**config.mk**
```make
export PLATFORM = sky130hd
export DESIGN_NAME = cfg_io_bridge
export DESIGN_NICKNAME = d
export VERILOG_FILES = /design/src/rtl/cfgp_pkg.sv /design/src/rtl/cfgp_io_decode.sv /design/src/rtl/cfgp_mm_decode.sv /design/src/rtl/cfg_io_bridge.sv
export SDC_FILE = /design/constraint.sdc
export NUM_CORES = 1
export LEC_CHECK = 0
export CORE_MARGIN = 5
export CORE_UTILIZATION = 52
export CTS_CLUSTER_SIZE = 25
export DETAILED_ROUTE_END_ITERATION = 8
export DONT_BUFFER_PORTS = 1
export GPL_ROUTABILITY_DRIVEN = 0
export PLACE_DENSITY = 0.67
export SLEW_MARGIN = 15
export SYNTH_ARGS = -nofsm -noshare
export SYNTH_HDL_FRONTEND = slang
export SYNTH_HIERARCHICAL = 1
export SYNTH_SLANG_ARGS = --single-unit
```
**constraint.sdc**
```tcl
create_clock -name clk_i -period 2.5 [get_ports clk_i]
set_input_delay 0.375 -clock clk_i [delete_from_list [all_inputs] [get_ports clk_i]]
set_output_delay 0.375 -clock clk_i [all_outputs]
set_load 0.005 [all_outputs]
```
**src/rtl/cfgp_pkg.sv**
```systemverilog
package cfgp_pkg;
  localparam int DW = 32;

  typedef enum logic [1:0] {ST_IDLE, ST_ISSUE, ST_WAIT, ST_RESP} st_e;

  typedef struct packed {
    logic          wr;
    logic [7:0]    bus;
    logic [4:0]    dev;
    logic [2:0]    fn;
    logic [9:0]    reg_dw;
    logic [3:0]    be;
    logic [DW-1:0] wdata;
  } cfg_req_t;

  // bytes covered by size code, shifted to lane offset, clipped to the dword
  function automatic logic [3:0] lane_mask(input logic [1:0] off, input logic [1:0] size);
    logic [7:0] m;
    case (size)
      2'd0:    m = 8'b0000_0001;
      2'd1:    m = 8'b0000_0011;
      default: m = 8'b0000_1111;
    endcase
    m = m << off;
    return m[3:0];
  endfunction
endpackage

```
**src/rtl/cfgp_io_decode.sv**
```systemverilog
module cfgp_io_decode
  import cfgp_pkg::*;
#(
  parameter int          PORT_W     = 16,
  parameter logic [15:0] INDEX_PORT = 16'h0CF8,
  parameter logic [15:0] DATA_PORT  = 16'h0CFC
) (
  input  logic [PORT_W-1:0] port_i,
  input  logic [1:0]        size_i,
  input  logic              write_i,
  input  logic [DW-1:0]     wdata_i,
  input  logic              idx_en_i,
  input  logic [21:0]       idx_tgt_i,
  output logic              is_index_o,
  output logic              fwd_o,
  output logic [1:0]        off_o,
  output cfg_req_t          req_o
);
  localparam int HI = PORT_W - 1;

  logic is_data;
  assign is_index_o = (port_i == INDEX_PORT[HI:0]) && (size_i[1] == 1'b1);
  assign is_data    = (port_i[HI:2] == DATA_PORT[HI:2]);
  assign off_o      = port_i[1:0];
  assign fwd_o      = is_data && idx_en_i;

  always_comb begin
    req_o.wr     = write_i;
    req_o.bus    = idx_tgt_i[21:14];
    req_o.dev    = idx_tgt_i[13:9];
    req_o.fn     = idx_tgt_i[8:6];
    req_o.reg_dw = {4'b0, idx_tgt_i[5:0]};
    req_o.be     = lane_mask(port_i[1:0], size_i);
    req_o.wdata  = wdata_i << {port_i[1:0], 3'b000};
  end
endmodule

```
**src/rtl/cfgp_mm_decode.sv**
```systemverilog
module cfgp_mm_decode
  import cfgp_pkg::*;
#(
  parameter int ADDR_W   = 32,
  parameter int WIN_BITS = 28
) (
  input  logic [ADDR_W-1:2]        addr_i,
  input  logic [ADDR_W-WIN_BITS-1:0] base_i,
  input  logic                     write_i,
  input  logic [3:0]               be_i,
  input  logic [DW-1:0]            wdata_i,
  output logic                     hit_o,
  output cfg_req_t                 req_o
);
  assign hit_o = (addr_i[ADDR_W-1:WIN_BITS] == base_i);

  always_comb begin
    req_o.wr     = write_i;
    req_o.bus    = addr_i[WIN_BITS-1 -: 8];
    req_o.dev    = addr_i[WIN_BITS-9 -: 5];
    req_o.fn     = addr_i[WIN_BITS-14 -: 3];
    req_o.reg_dw = addr_i[11:2];
    req_o.be     = be_i;
    req_o.wdata  = wdata_i;
  end
endmodule

```
**src/rtl/cfg_io_bridge.sv**
```systemverilog
module cfg_io_bridge
  import cfgp_pkg::*;
#(
  parameter int          PORT_W     = 16,
  parameter int          ADDR_W     = 32,
  parameter int          WIN_BITS   = 28,
  parameter logic [15:0] INDEX_PORT = 16'h0CF8,
  parameter logic [15:0] DATA_PORT  = 16'h0CFC,
  localparam int         BASE_W     = ADDR_W - WIN_BITS
) (
  input  logic              clk_i,
  input  logic              rst_ni,
  input  logic              io_req_valid_i,
  output logic              io_req_ready_o,
  input  logic [PORT_W-1:0] io_port_i,
  input  logic [1:0]        io_size_i,
  input  logic              io_write_i,
  input  logic [31:0]       io_wdata_i,
  output logic              io_rsp_valid_o,
  output logic [31:0]       io_rdata_o,
  input  logic [BASE_W-1:0] mm_base_i,
  input  logic              mm_req_valid_i,
  output logic              mm_req_ready_o,
  input  logic [ADDR_W-1:2] mm_addr_i,
  input  logic              mm_write_i,
  input  logic [3:0]        mm_be_i,
  input  logic [31:0]       mm_wdata_i,
  output logic              mm_rsp_valid_o,
  output logic [31:0]       mm_rdata_o,
  output logic              cfg_req_valid_o,
  input  logic              cfg_req_ready_i,
  output logic              cfg_write_o,
  output logic [7:0]        cfg_bus_o,
  output logic [4:0]        cfg_dev_o,
  output logic [2:0]        cfg_fn_o,
  output logic [9:0]        cfg_reg_o,
  output logic [3:0]        cfg_be_o,
  output logic [31:0]       cfg_wdata_o,
  input  logic              cfg_cpl_valid_i,
  input  logic [31:0]       cfg_cpl_data_i
);
  st_e       state_q;
  logic      src_mm_q;
  logic [1:0] off_q;
  cfg_req_t  req_q;
  logic [31:0] rdata_q;
  logic      idx_en_q;
  logic [21:0] idx_tgt_q;
  logic [31:0] idx_rd;

  logic      io_is_index, io_fwd, mm_hit;
  logic [1:0] io_off;
  cfg_req_t  io_req, mm_req;

  assign idx_rd = {idx_en_q, 7'b0, idx_tgt_q, 2'b00};

  cfgp_io_decode #(
    .PORT_W(PORT_W), .INDEX_PORT(INDEX_PORT), .DATA_PORT(DATA_PORT)
  ) u_io_dec (
    .port_i(io_port_i), .size_i(io_size_i), .write_i(io_write_i),
    .wdata_i(io_wdata_i), .idx_en_i(idx_en_q), .idx_tgt_i(idx_tgt_q),
    .is_index_o(io_is_index), .fwd_o(io_fwd), .off_o(io_off), .req_o(io_req)
  );

  cfgp_mm_decode #(.ADDR_W(ADDR_W), .WIN_BITS(WIN_BITS)) u_mm_dec (
    .addr_i(mm_addr_i), .base_i(mm_base_i), .write_i(mm_write_i),
    .be_i(mm_be_i), .wdata_i(mm_wdata_i), .hit_o(mm_hit), .req_o(mm_req)
  );

  wire idle = (state_q == ST_IDLE);
  assign io_req_ready_o = idle;
  assign mm_req_ready_o = idle && !io_req_valid_i;   // IO wins ties

  always_ff @(posedge clk_i or negedge rst_ni) begin
    if (!rst_ni) begin
      state_q   <= ST_IDLE;
      src_mm_q  <= 1'b0;
      off_q     <= 2'b0;
      req_q     <= '0;
      rdata_q   <= '0;
      idx_en_q  <= 1'b0;
      idx_tgt_q <= '0;
    end else begin
      unique case (state_q)
        ST_IDLE: begin
          if (io_req_valid_i) begin
            src_mm_q <= 1'b0;
            off_q    <= io_off;
            req_q    <= io_req;
            rdata_q  <= io_is_index ? idx_rd : '1;
            if (io_is_index && io_write_i) begin
              idx_en_q  <= io_wdata_i[31];
              idx_tgt_q <= io_wdata_i[23:2];
            end
            state_q <= io_fwd ? ST_ISSUE : ST_RESP;
          end else if (mm_req_valid_i) begin
            src_mm_q <= 1'b1;
            off_q    <= 2'b0;
            req_q    <= mm_req;
            rdata_q  <= '1;
            state_q  <= mm_hit ? ST_ISSUE : ST_RESP;
          end
        end
        ST_ISSUE: if (cfg_req_ready_i) state_q <= ST_WAIT;
        ST_WAIT: if (cfg_cpl_valid_i) begin
          rdata_q <= cfg_cpl_data_i >> {off_q, 3'b000};
          state_q <= ST_RESP;
        end
        ST_RESP: state_q <= ST_IDLE;
        default: state_q <= ST_IDLE;
      endcase
    end
  end

  assign cfg_req_valid_o = (state_q == ST_ISSUE);
  assign cfg_write_o     = req_q.wr;
  assign cfg_bus_o       = req_q.bus;
  assign cfg_dev_o       = req_q.dev;
  assign cfg_fn_o        = req_q.fn;
  assign cfg_reg_o       = req_q.reg_dw;
  assign cfg_be_o        = req_q.be;
  assign cfg_wdata_o     = req_q.wdata;

  assign io_rsp_valid_o = (state_q == ST_RESP) && !src_mm_q;
  assign mm_rsp_valid_o = (state_q == ST_RESP) && src_mm_q;
  assign io_rdata_o     = rdata_q;
  assign mm_rdata_o     = rdata_q;
endmodule

```
=== Word-level counts from Yosys, hierarchy flattened ===
Index checks and enable logic that the tools add are counted.

* Flip-flop bits (word level): 123
* Input bits: 160
* Output and inout port bits: 132

* Eq/ne operators: 10
* Shift-type cells: 3
* Muxes and demuxes: 19
* Reductions and logical operators: 16

{| class="wikitable"
|+ Operator list
! cell !! number
|-
| 32-bit two-way mux || 4
|-
| 63-bit two-way mux || 2
|-
| 32-bit one-hot mux with 2 select lines || 1
|-
| 32-bit by 5-bit left shift with 32-bit output || 1
|-
| 32-bit by 5-bit right shift with 32-bit output || 1
|-
| 16-bit by 12-bit equality test with 1-bit output, second input constant || 1
|-
| 2-bit two-way mux || 8
|-
| 14-bit by 10-bit equality test with 1-bit output, second input constant || 1
|-
| 3-bit AND reduction || 3
|-
| 2-bit one-hot mux with 4 select lines || 1
|-
| 4-bit one-hot mux with 2 select lines || 1
|-
| 1-bit logical AND || 6
|-
| 2-bit by 1-bit equality test with 1-bit output, second input constant || 2
|-
| 2-bit equality test, second input constant || 2
|-
| 4-bit equality test || 1
|-
| 2-bit logical NOT || 2
|-
| 2-bit nonzero test || 2
|-
| 4-bit by 2-bit left shift with 4-bit output || 1
|-
| 3-bit inequality test, second input constant || 1
|-
| 1-bit logical NOT || 2
|-
| 1-bit two-way mux || 2
|-
| 2-bit by 1-bit inequality test with 1-bit output, second input constant || 1
|-
| 2-bit inequality test, second input constant || 1
|-
| 2-bit AND reduction || 1
|}

=== Depth between registers and ports, before layout ===
Gate-level depths: netlist of the first run.

* Depth in word-level cells: 5
* Mapped depth: 9
* Mapped depth without buffers: 6

=== Hierarchy ===
Netlist of the first run, hierarchy kept.

{| class="wikitable"
|+ By module, submodules not included
! module !! instances !! cells each !! area an instance (um^2) !! seq. area each (um^2)
|-
| cfg_io_bridge || 1 || 597 || 6439.9 || 3078.0
|-
| cfgp_io_decode || 1 || 126 || 847.1 || 0.0
|-
| cfgp_mm_decode || 1 || 68 || 520.5 || 0.0
|}

=== Least setup slack after synthesis of the first run ===
Ideal clock, no wire load.

* Path kind: input port to flip-flop
* Start point: input port io_port_i[13]
* End point: register idx_tgt_q[15]
* Library setup time: 0.127 ns
* Arrival time: 1.934 ns
* Path slack: 0.438 ns
* Stages: 8
* Path buffers: 2
* Path through: or3_1 > nor4_2 > and4b_1 > and2_1 > buf_4 > nand3_4 > buf_6 > mux2_1

* Cells in the longest elaborated chain, start to end: 4

{| class="wikitable"
|+ Ends and longest elaborated chain
! what !! line !! RTL
|-
| from (decl) || cfg_io_bridge.sv:15 || <nowiki>input logic [PORT_W-1:0] io_port_i,</nowiki>
|-
| 16-bit by 12-bit equality test with 1-bit output || cfgp_io_decode.sv:22 || <nowiki>assign is_index_o = (port_i == INDEX_PORT[HI:0]) && (size_i[1] == 1'b1);</nowiki>
|-
| 1-bit logical AND || cfgp_io_decode.sv:22 ||
|-
| named net io_is_index || cfg_io_bridge.sv:51 || <nowiki>logic io_is_index, io_fwd, mm_hit;</nowiki>
|-
| 1-bit logical AND || cfg_io_bridge.sv:91 || <nowiki>if (io_is_index && io_write_i) begin</nowiki>
|-
| 3-bit AND reduction (no source line) || n/a ||
|-
| to (signal assigned) || cfg_io_bridge.sv:93 || <nowiki>idx_tgt_q <= io_wdata_i[23:2];</nowiki>
|-
| to (decl) || cfg_io_bridge.sv:48 || <nowiki>logic [21:0] idx_tgt_q;</nowiki>
|}

The timed path passes the listed nets, and every way through them passes these cells.
A chain may end at the register's enable or synchronous reset.

=== Worst setup path in the final report of the first run ===
* Start point: register state_q[0]
* End point: register rdata_q[1], in the netlist io_rdata_o[1]

* Cells in the longest elaborated chain, start to end: 3
* Elaborated cells on any way between the ends: 7
* Those cells by class: 3 x eq/ne; 1 x mux; 3 x reduce/logical

{| class="wikitable"
|+ Ends and longest elaborated chain
! what !! line !! RTL
|-
| from (decl) || cfg_io_bridge.sv:42 || <nowiki>st_e state_q;</nowiki>
|-
| from (signal assigned) || cfg_io_bridge.sv:95 || <nowiki>state_q <= io_fwd ? ST_ISSUE : ST_RESP;</nowiki>
|-
| from (signal assigned) || cfg_io_bridge.sv:101 || <nowiki>state_q <= mm_hit ? ST_ISSUE : ST_RESP;</nowiki>
|-
| 2-bit equality test / 2-bit logical NOT (equally long branches) || cfg_io_bridge.sv:84 || <nowiki>unique case (state_q)</nowiki>
|-
| 2-bit inequality test (no source line) (tied with other cells) || n/a ||
|-
| 3-bit AND reduction (no source line) || n/a ||
|-
| to (signal assigned) || cfg_io_bridge.sv:90 || <nowiki>rdata_q <= io_is_index ? idx_rd : '1;</nowiki>
|-
| to (signal assigned) || cfg_io_bridge.sv:106 || <nowiki>rdata_q <= cfg_cpl_data_i >> {off_q, 3'b000};</nowiki>
|-
| to (decl) || cfg_io_bridge.sv:46 || <nowiki>logic [31:0] rdata_q;</nowiki>
|}

Several ways; a longest one is shown, not always the timed one.

==> impl_metrics.ini, run 1 <==
[run_status]
status = complete, but fails checks
failed_checks = negative hold slack

[detailed_routing]
ant_nets = 0
via_count = 5117
drtPass1Iterations = 5
wl_um = 21000
post_drt_wl_per_cell_um = 25.0
via_per_inst = 6.08
drt_iter0_drc = 253
drc = 0

[synthesis]
synth_top_cell_area_share = 0.394
synth_warnings = 6
ys.flop_type = dfrtp_1
syn-cell-area_um2 = 7810
synth_cell_types = 49
async_reset_ff_frac = 1.00
synthCells = 791
synth.area.top_cells = dfrtp_1, mux2i_1, buf_4, o21ai_0, nand2_1
synth-seq-cells = 123
synth_area_leader_cell = dfrtp_1
avgSynthCellArea_um2 = 9.87
synth-edff-count = 0
yosysSeqAreaShare = 0.394

[clock_tree]
clkSinkCount = 123
cts_buffers = 17
clk_pin_slew_ns = 0.07
cts_resized = 0
cts_setup_buffers = 0
cts-root-buf = clkbuf_16
tritoncts = built
htree_levels = 4
clk_latency_ns = 0.41
clk_path_buf_depth = 2

[floorplanning]
start_util = 0.533
pin_count = 292
die_y_um = 133
core_area_um2 = 14600
dieArea_um2 = 17600
die_w_um = 133
rows = 44

[layout]
fill_cells = 1343
fin_nets = 809
final_cells = 842
drive_above_1_share = 0.125
area_growth_pct = -4.05

[critical_path]
cp_num_buf_inv = 2
rr_worst_depth = 6
r2r-end = io_rdata_o[1]
worstPathRequired_ns = 2.80
endpoint = io_rdata_o[1]
path_depth = 6
end_kind = register
crit_family = simple AND/OR/NAND/NOR gates
critical_path_class = register to register
crit_path_max_incr_delay_ns = 0.49
r2r_start = state_q[0]
worst-r2r-setup-slack_ns = 0.40
path_cells = inv_1 > ha_1 > buf_4 > nand2b_1 > o221ai_1 > mux2_4
crit_path_max_fanout = 29
cp-startpoint = state_q[0]
arrival_ns = 2.41
slowest_stage = nand2b_1
critPathLaunchType = register

[sta]
skew_ns = 0.0102
slew_violations = 0
max-slew-margin-rel = 0.547
hold_viol_final = 123
rsz0062_at_grt = no
fin_crit_sh = 0.842
worst_pin_slew_ns = 0.679
finalSetupTns_ns = 0
holdWs_ns = -0.341
setup_violations = 0
finalCriticalPeriod_ns = 2.10
max_freq_ghz = 0.475

[power]
switching_share = 0.378
internal_power_mw = 5.29
power_density_nw_per_um2 = 1140
comb_power_share = 0.304
p_sw_mw = 3.22
cellLeakagePower_nw = 3.50
power.share.clock = 0.284
seqPwrFrac = 0.411
peakVddDrop_mv = 0.483

[placement]
hpwl_um = 15900
dp_cells = 809
portBuffers = 0

[grt]
grt_pass1_wl_um = 32300
grt-ovfl-total = 0
grt_pass1_vias = 5314
grt_usage = 0.238
grt_start_max_net_pins = 124
antenna_found_initial = 2

[flow_run]
cap_violations = 0

[hold_path]
hold_path.class = primary input to asynchronous set/reset pin
==> cell families after synthesis <==
kind of cell / synth area share
AOI/OAI and AO/OA: 0.136
adders and majority gates: 0.00801
muxes: 0.191
and+or+nand+nor: 0.100
DFF: 0.394
buffers and inverters: 0.166
other: 0.000480
xor gates and xnor gates: 0.00449
==> registers in the layout, indices dropped and copies added, names as in the netlist <==
name,count
cfg_be_o,4
cfg_bus_o,8
cfg_dev_o,5
cfg_fn_o,3
cfg_reg_o,10
cfg_wdata_o,32
cfg_write_o,1
idx_en_q,1
idx_tgt_q,22
io_rdata_o,32
off_q,2
src_mm_q,1
state_q,2
==> cells in the final DEF, fill, tap and decap left out, types with 8 or more instances in the layout <==
master | synthesis | final
dfrtp_1 | 123 | 123
mux2i_1 | 108 | 108
o21ai_0 | 96 | 95
nand2_1 | 74 | 74
a21oi_1 | 25 | 25
nor2_1 | 22 | 22
mux2_2 | 20 | 20
clkbuf_16 | 0 | 17
o22ai_1 | 12 | 12
nor2b_1 | 11 | 11
inv_1 | 10 | 10
and2_1 | 10 | 10
mux2_4 | 10 | 10
and3b_1 | 9 | 9
buf_4 | 136 | 9
a211oi_1 | 9 | 9
nand3b_1 | 8 | 8
o31ai_1 | 8 | 8
==> worst min path at each step <==
stage / slack, ns / cells past startpoint / startpoint / end
final: -0.34 / 0 / rst_ni / cfg_bus_o[0]
after global routing: -0.37 / 0 / rst_ni / cfg_be_o[1]
after CTS: -0.36 / 0 / rst_ni / cfg_wdata_o[1]
after detailed placement: 0.08 / 0 / rst_ni / cfg_bus_o[0]
after global placement: 0.08 / 0 / rst_ni / cfg_reg_o[8]
after floorplan: 0.08 / 0 / rst_ni / cfg_be_o[0]
==> area by class of cell <==
type | instances | area [um^2] | area share
Multi-Input combinational cell | 481 | 3460 | 0.462
Clock buffer | 17 | 425 | 0.0568
Tap cell | 184 | 230 | 0.0307
Antenna cell | 1 | 2.50 | 0.000334
Sequential cell | 123 | 3080 | 0.411
Inverter | 10 | 37.5 | 0.00501
Timing Repair Buffer | 11 | 108 | 0.0144
Clock inverter | 15 | 153 | 0.0204
==> Yosys cell counts, types with 4 or more instances <==
| cell | instances |
|---|---|
| o31ai_1 | 8 |
| o31a_1 | 4 |
| xor2_1 | 4 |
| buf_6 | 7 |
| and2_1 | 10 |
| inv_1 | 10 |
| clkbuf_1 | 19 |
| ha_1 | 5 |
| o211a_1 | 7 |
| mux2_4 | 10 |
| mux2_2 | 20 |
| o22ai_1 | 12 |
| nor2_1 | 22 |
| a211oi_1 | 9 |
| buf_2 | 15 |
| buf_4 | 136 |
| o21bai_1 | 6 |
| and3b_1 | 9 |
| nor2b_1 | 11 |
| mux2i_1 | 108 |
| nand3b_1 | 8 |
| nand2_1 | 74 |
| o21ai_0 | 96 |
| a21oi_1 | 25 |
| dfrtp_1 | 123 |
==> power groups by stage <==
stage          clock network [mW]  registers [mW]  logic (mW)
2_1_floorplan                   0            3.20        2.71
3_3_place_gp                    0            3.52        2.48
3_5_place_dp                    0            3.54        2.60
4_1_cts                      2.46            3.52        2.59
5_1_grt                      2.57            3.61        2.90
6_report                     2.42            3.50        2.59
==> stage by stage <==
stage	hold WS (ns)	utilization	power [mW]	setup slack [ns]	cell area, um^2
finish	-0.341	0.512	8.51	0.395	7490
global route	-0.368	0.511	9.08	0.255	7490
CTS	-0.364	0.511	8.58	0.380	7490
detailed placement	0.0835	0.472	6.14	0.240	6910
global placement	0.0829	0.472	6.00	0.261	6910
floorplan	0.0794	-	5.91	0.438	7820
==> routing by layer <==
layer | global-route usage | routed length, um | up-vias
met5 | 0 | 33 | -
met4 | 0.0727 | 456 | 4
met3 | 0.0945 | 2030 | 35
met2 | 0.401 | 10400 | 269
met1 | 0.280 | 8120 | 2454
li1 | - | - | 2355
No activity file was read; power rests on OpenSTA's default activity.
==> run 2: changes to the inputs <==
==> constraint.sdc (replaced) <==
create_clock -name clk_i -period 2.2 [get_ports clk_i]
set_input_delay 0.33 -clock clk_i [delete_from_list [all_inputs] [get_ports clk_i]]
set_output_delay 0.33 -clock clk_i [all_outputs]
set_load 0.005 [all_outputs]
==> impl_metrics.ini, run 2 (synthesis gave the netlist of run 1 again) <==
[sta]
finalCriticalPeriod_ns = 2.01
setup_violations = 0
hold_viol_final = 123
max-slew-margin-rel = 0.610
slew_violations = 0
holdWs_ns = -0.384
fin_crit_sh = 0.916
setup_slack_ns = 0.185
skew_ns = 0.00800
max_freq_ghz = 0.496
worst_pin_slew_ns = 0.584
rsz0062_at_grt = no

[clock_tree]
clk_latency_ns = 0.41
clkSinkCount = 123
tritoncts = built
cts_hold_buf = 1
cts-root-buf = clkbuf_16
htree_levels = 4
clk_pin_slew_ns = 0.06
cts_setup_buffers = 0
cts_buffers = 17
clk_path_buf_depth = 2
cts_resized = 0

[layout]
layout.area.seq_um2 = 3080
antenna_cells = 0
fin_nets = 813
final_cell_mix = dfrtp_1, mux2i_1, o21ai_0
drive_above_1_share = 0.129
final_cells = 845
fill_cells = 1315
final_common_cell = dfrtp_1
area_growth_pct = -2.18
multi_input_area_um2 = 3460
finalInstanceArea_um2 = 7640

[power]
cellLeakagePower_nw = 3.57
power.share.clock = 0.315
p_sw_mw = 3.60
comb_power_share = 0.302
power_density_nw_per_um2 = 1340
internal_power_mw = 6.64
peakVddDrop_mv = 0.519
switching_share = 0.351
seqPwrFrac = 0.384

[placement]
dpl_cell_area_um2 = 6950
dp_cells = 812
pre_cts_ws_ns = -0.0347
portBuffers = 0
hpwl_um = 16000

[critical_path]
critical_path_class = register to register
worstPathRequired_ns = 2.49
rr_worst_depth = 6
worst-r2r-setup-slack_ns = 0.19
critPathLaunchType = register
end_kind = register
crit_path_max_fanout = 31
r2r-end = io_rdata_o[1]
r2r_start = state_q[0]
arrival_ns = 2.31

[floorplanning]
dieArea_um2 = 17600
pin_count = 292
die_y_um = 133
start_util = 0.533
die_w_um = 133
core_area_um2 = 14600
rows = 44

[grt]
grt_start_max_net_pins = 124
grt_pass1_vias = 5424
grt_usage = 0.239
antenna_found_initial = 2
grt_pass1_wl_um = 32300
grt-ovfl-total = 0

[run_status]
failed_checks = negative hold slack
status = complete, but fails checks

[detailed_routing]
ant_nets = 0
drc = 0
via_per_inst = 6.09
post_drt_wl_per_cell_um = 25.1
drt_iter0_drc = 244
drtPass1Iterations = 5
via_count = 5146
wl_um = 21200

[hold_path]
hold_path.class = primary input to asynchronous set/reset pin

[flow_run]
cap_violations = 0
[run 2: layer usage]
layer / track usage / up-vias / share of wire
li1: - / 2343 / -
met1: 0.278 / 2509 / 0.39
met2: 0.407 / 261 / 0.50
met3: 0.0915 / 31 / 0.092
met4: 0.0785 / 2 / 0.020
met5: 0 / - / 0.00061
[run 2: power by group through the flow]
| stage | combinational (mW) | sequential (mW) | clock [mW] |
|---|---|---|---|
| final | 3.09 | 3.93 | 3.22 |
| after global routing | 3.43 | 4.06 | 3.39 |
| after detailed placement | 3.08 | 3.98 | 0 |
| after CTS | 3.09 | 3.96 | 3.28 |
| after floorplan | 3.08 | 3.64 | 0 |
| after global placement | 2.93 | 3.95 | 0 |
[run 2: layout make-up]
class / instances / share of cell area
clock inverters: 14 / 0.0318
multi-input cells: 481 / 0.453
inverters: 10 / 0.00491
flip-flops and latches: 123 / 0.403
repair buffers: 15 / 0.0200
clock buffers: 18 / 0.0575
well taps: 184 / 0.0301
[run 2: worst max path at each step]
| stage | startpoint | to | slack [ns] |
|---|---|---|---|
| floorplan | io_port_i[13] | idx_tgt_q[15] | 0.18 |
| global placement | io_port_i[13] | idx_tgt_q[15] | 0.002 |
| detailed placement | io_port_i[13] | idx_tgt_q[15] | -0.03 |
| CTS | state_q[0] | io_rdata_o[1] | 0.19 |
| global route | state_q[0] | io_rdata_o[1] | 0.04 |
| finish | state_q[0] | io_rdata_o[1] | 0.19 |
[run 2: worst max-delay path, cell delays in order (launching register included)]
cell      delay (ns)
dfrtp_1         0.37
inv_1           0.10
ha_1            0.26
buf_12          0.18
nand2b_1        0.44
o221ai_1        0.21
mux2_4          0.31
[run 2: stage by stage]
stage	util	setup TNS, ns	total power [mW]
floorplan	-	0	6.72
global placement	0.474	0	6.89
detailed placement	0.474	-0.116	7.06
CTS	0.522	0	10.3
global route	0.522	0	10.9
finish	0.522	0	10.2
==> run 3: changes to the inputs <==
--- a/config.mk
+++ b/config.mk
@@ -5,13 +5,15 @@
 export SDC_FILE = /design/constraint.sdc
 export NUM_CORES = 1
 export LEC_CHECK = 0
+export CELL_PAD_IN_SITES_DETAIL_PLACEMENT = 1
+export CELL_PAD_IN_SITES_GLOBAL_PLACEMENT = 1
 export CORE_MARGIN = 5
-export CORE_UTILIZATION = 52
+export CORE_UTILIZATION = 48
 export CTS_CLUSTER_SIZE = 25
 export DETAILED_ROUTE_END_ITERATION = 8
 export DONT_BUFFER_PORTS = 1
 export GPL_ROUTABILITY_DRIVEN = 0
-export PLACE_DENSITY = 0.67
+export PLACE_DENSITY_LB_ADDON = 0.1
 export SLEW_MARGIN = 15
 export SYNTH_ARGS = -nofsm -noshare
 export SYNTH_HDL_FRONTEND = slang
==> impl_metrics.ini, run 3 (synthesis gave the netlist of run 1 again) <==
[layout]
fin_nets = 815
drive_above_1_share = 0.131
antenna_cells = 0
area_growth_pct = -3.35
final_common_cell = dfrtp_1
final_cells = 879
final_cell_mix = dfrtp_1, mux2i_1, o21ai_0

[sta]
setup_violations = 0
holdWs_ns = -0.392
setup_slack_ns = 0.176
slew_violations = 0
rsz0062_at_grt = no
max_freq_ghz = 0.494
fin_crit_sh = 0.920
skew_ns = 0.00792
max-slew-margin-rel = 0.559
worst_pin_slew_ns = 0.660
finalCriticalPeriod_ns = 2.02
finalSetupTns_ns = 0
hold_viol_final = 123

[placement]
pre_cts_ws_ns = 0.0112
hpwl_um = 16700
portBuffers = 0
dp_cells = 846

[critical_path]
crit_path_max_fanout = 32
critPathLaunchType = register
cp-startpoint = state_q[0]
arrival_ns = 2.30
end_kind = register
r2r_start = state_q[0]
r2r-end = io_rdata_o[4]
critical_path_class = register to register
endpoint = io_rdata_o[4]
worstPathRequired_ns = 2.48
rr_worst_depth = 6
worst-r2r-setup-slack_ns = 0.18

[floorplanning]
core_area_um2 = 15900
dieArea_um2 = 18900
start_util = 0.490
pin_count = 292
rows = 46
die_y_um = 138
die_w_um = 138

[power]
switching_share = 0.380
internal_power_mw = 5.91
power.share.clock = 0.262
seqPwrFrac = 0.413
p_sw_mw = 3.63
power_density_nw_per_um2 = 1260
peakVddDrop_mv = 0.590
cellLeakagePower_nw = 3.51
comb_power_share = 0.325

[grt]
grt_start_max_net_pins = 124
grt-ovfl-total = 0
antenna_found_initial = 2
grt_usage = 0.235
grt_pass1_vias = 5711
grt_pass1_wl_um = 33200

[detailed_routing]
wl_um = 22300
via_per_inst = 5.79
post_drt_wl_per_cell_um = 25.4
drtPass1Iterations = 4
ant_nets = 0
via_count = 5091
drc = 0
drt_iter0_drc = 210

[clock_tree]
cts_setup_buffers = 0
cts_buffers = 17
cts-root-buf = clkbuf_16
htree_levels = 4
clk_pin_slew_ns = 0.06
cts_hold_buf = 1
clkSinkCount = 123
clk_latency_ns = 0.41
clk_path_buf_depth = 2
tritoncts = built

[flow_run]
cap_violations = 0

[run_status]
status = complete, but fails checks
failed_checks = negative hold slack

[hold_path]
hold_path.class = primary input to asynchronous set/reset pin
run 3: power by group through the flow:
stage / Sequential (mW) / Clock [mW] / Combinational, mW
after global placement: 3.98 / 0 / 2.97
final: 3.94 / 2.50 / 3.10
after floorplan: 3.64 / 0 / 3.08
after detailed placement: 4.01 / 0 / 3.11
after CTS: 3.97 / 2.57 / 3.12
after global routing: 4.09 / 2.66 / 3.45
run 3: area by class of cell:
| type | count | area (um^2) |
|---|---|---|
| fillers | 1770 | 8400 |
| well taps | 216 | 270 |
| inverters | 10 | 37.5 |
| repair buffers | 17 | 168 |
| flip-flops and latches | 123 | 3080 |
| clock inverters | 15 | 104 |
| clock buffers | 17 | 425 |
| multi-input cells | 481 | 3460 |
run 3: critical path, cell delays in order (launching register included):
cell,delay (ns)
dfrtp_1,0.40
inv_1,0.14
ha_1,0.32
mux2i_1,0.14
or2_1,0.26
buf_12,0.19
o41a_1,0.44
run 3: metrics by stage:
stage          hold slack, ns  power [mW]   util  area, um^2
2_1_floorplan          0.0344        6.72      -        7820
3_3_place_gp           0.0381        6.94  0.439        7000
3_5_place_dp           0.0384        7.12  0.439        7000
4_1_cts                -0.407        9.66  0.473        7540
5_1_grt                -0.420        10.2  0.473        7550
6_report               -0.392        9.54  0.473        7550
run 3: metal layers:
metal  GRT usage  vias up  routed length, um
met5           0        -                 13
met4      0.0599        2                277
met3      0.0898       21               1980
met2       0.407      195              11400
met1       0.272     2525               8680
li1            -     2348                  -
run 3: what timing repair did:
item                       in CTS  in global routing
setup endpoints to repair       0                  1
resized for setup               0                  1
hold endpoints to repair      124                123
run 3: how the worst min path moves through the flow:
stage          startpoint      endpoint
6_report           rst_ni  cfg_reg_o[7]
5_1_grt            rst_ni  cfg_reg_o[7]
4_1_cts            rst_ni   cfg_fn_o[0]
3_5_place_dp       rst_ni   cfg_fn_o[0]
3_3_place_gp       rst_ni  cfg_reg_o[7]
2_1_floorplan      rst_ni   cfg_be_o[0]
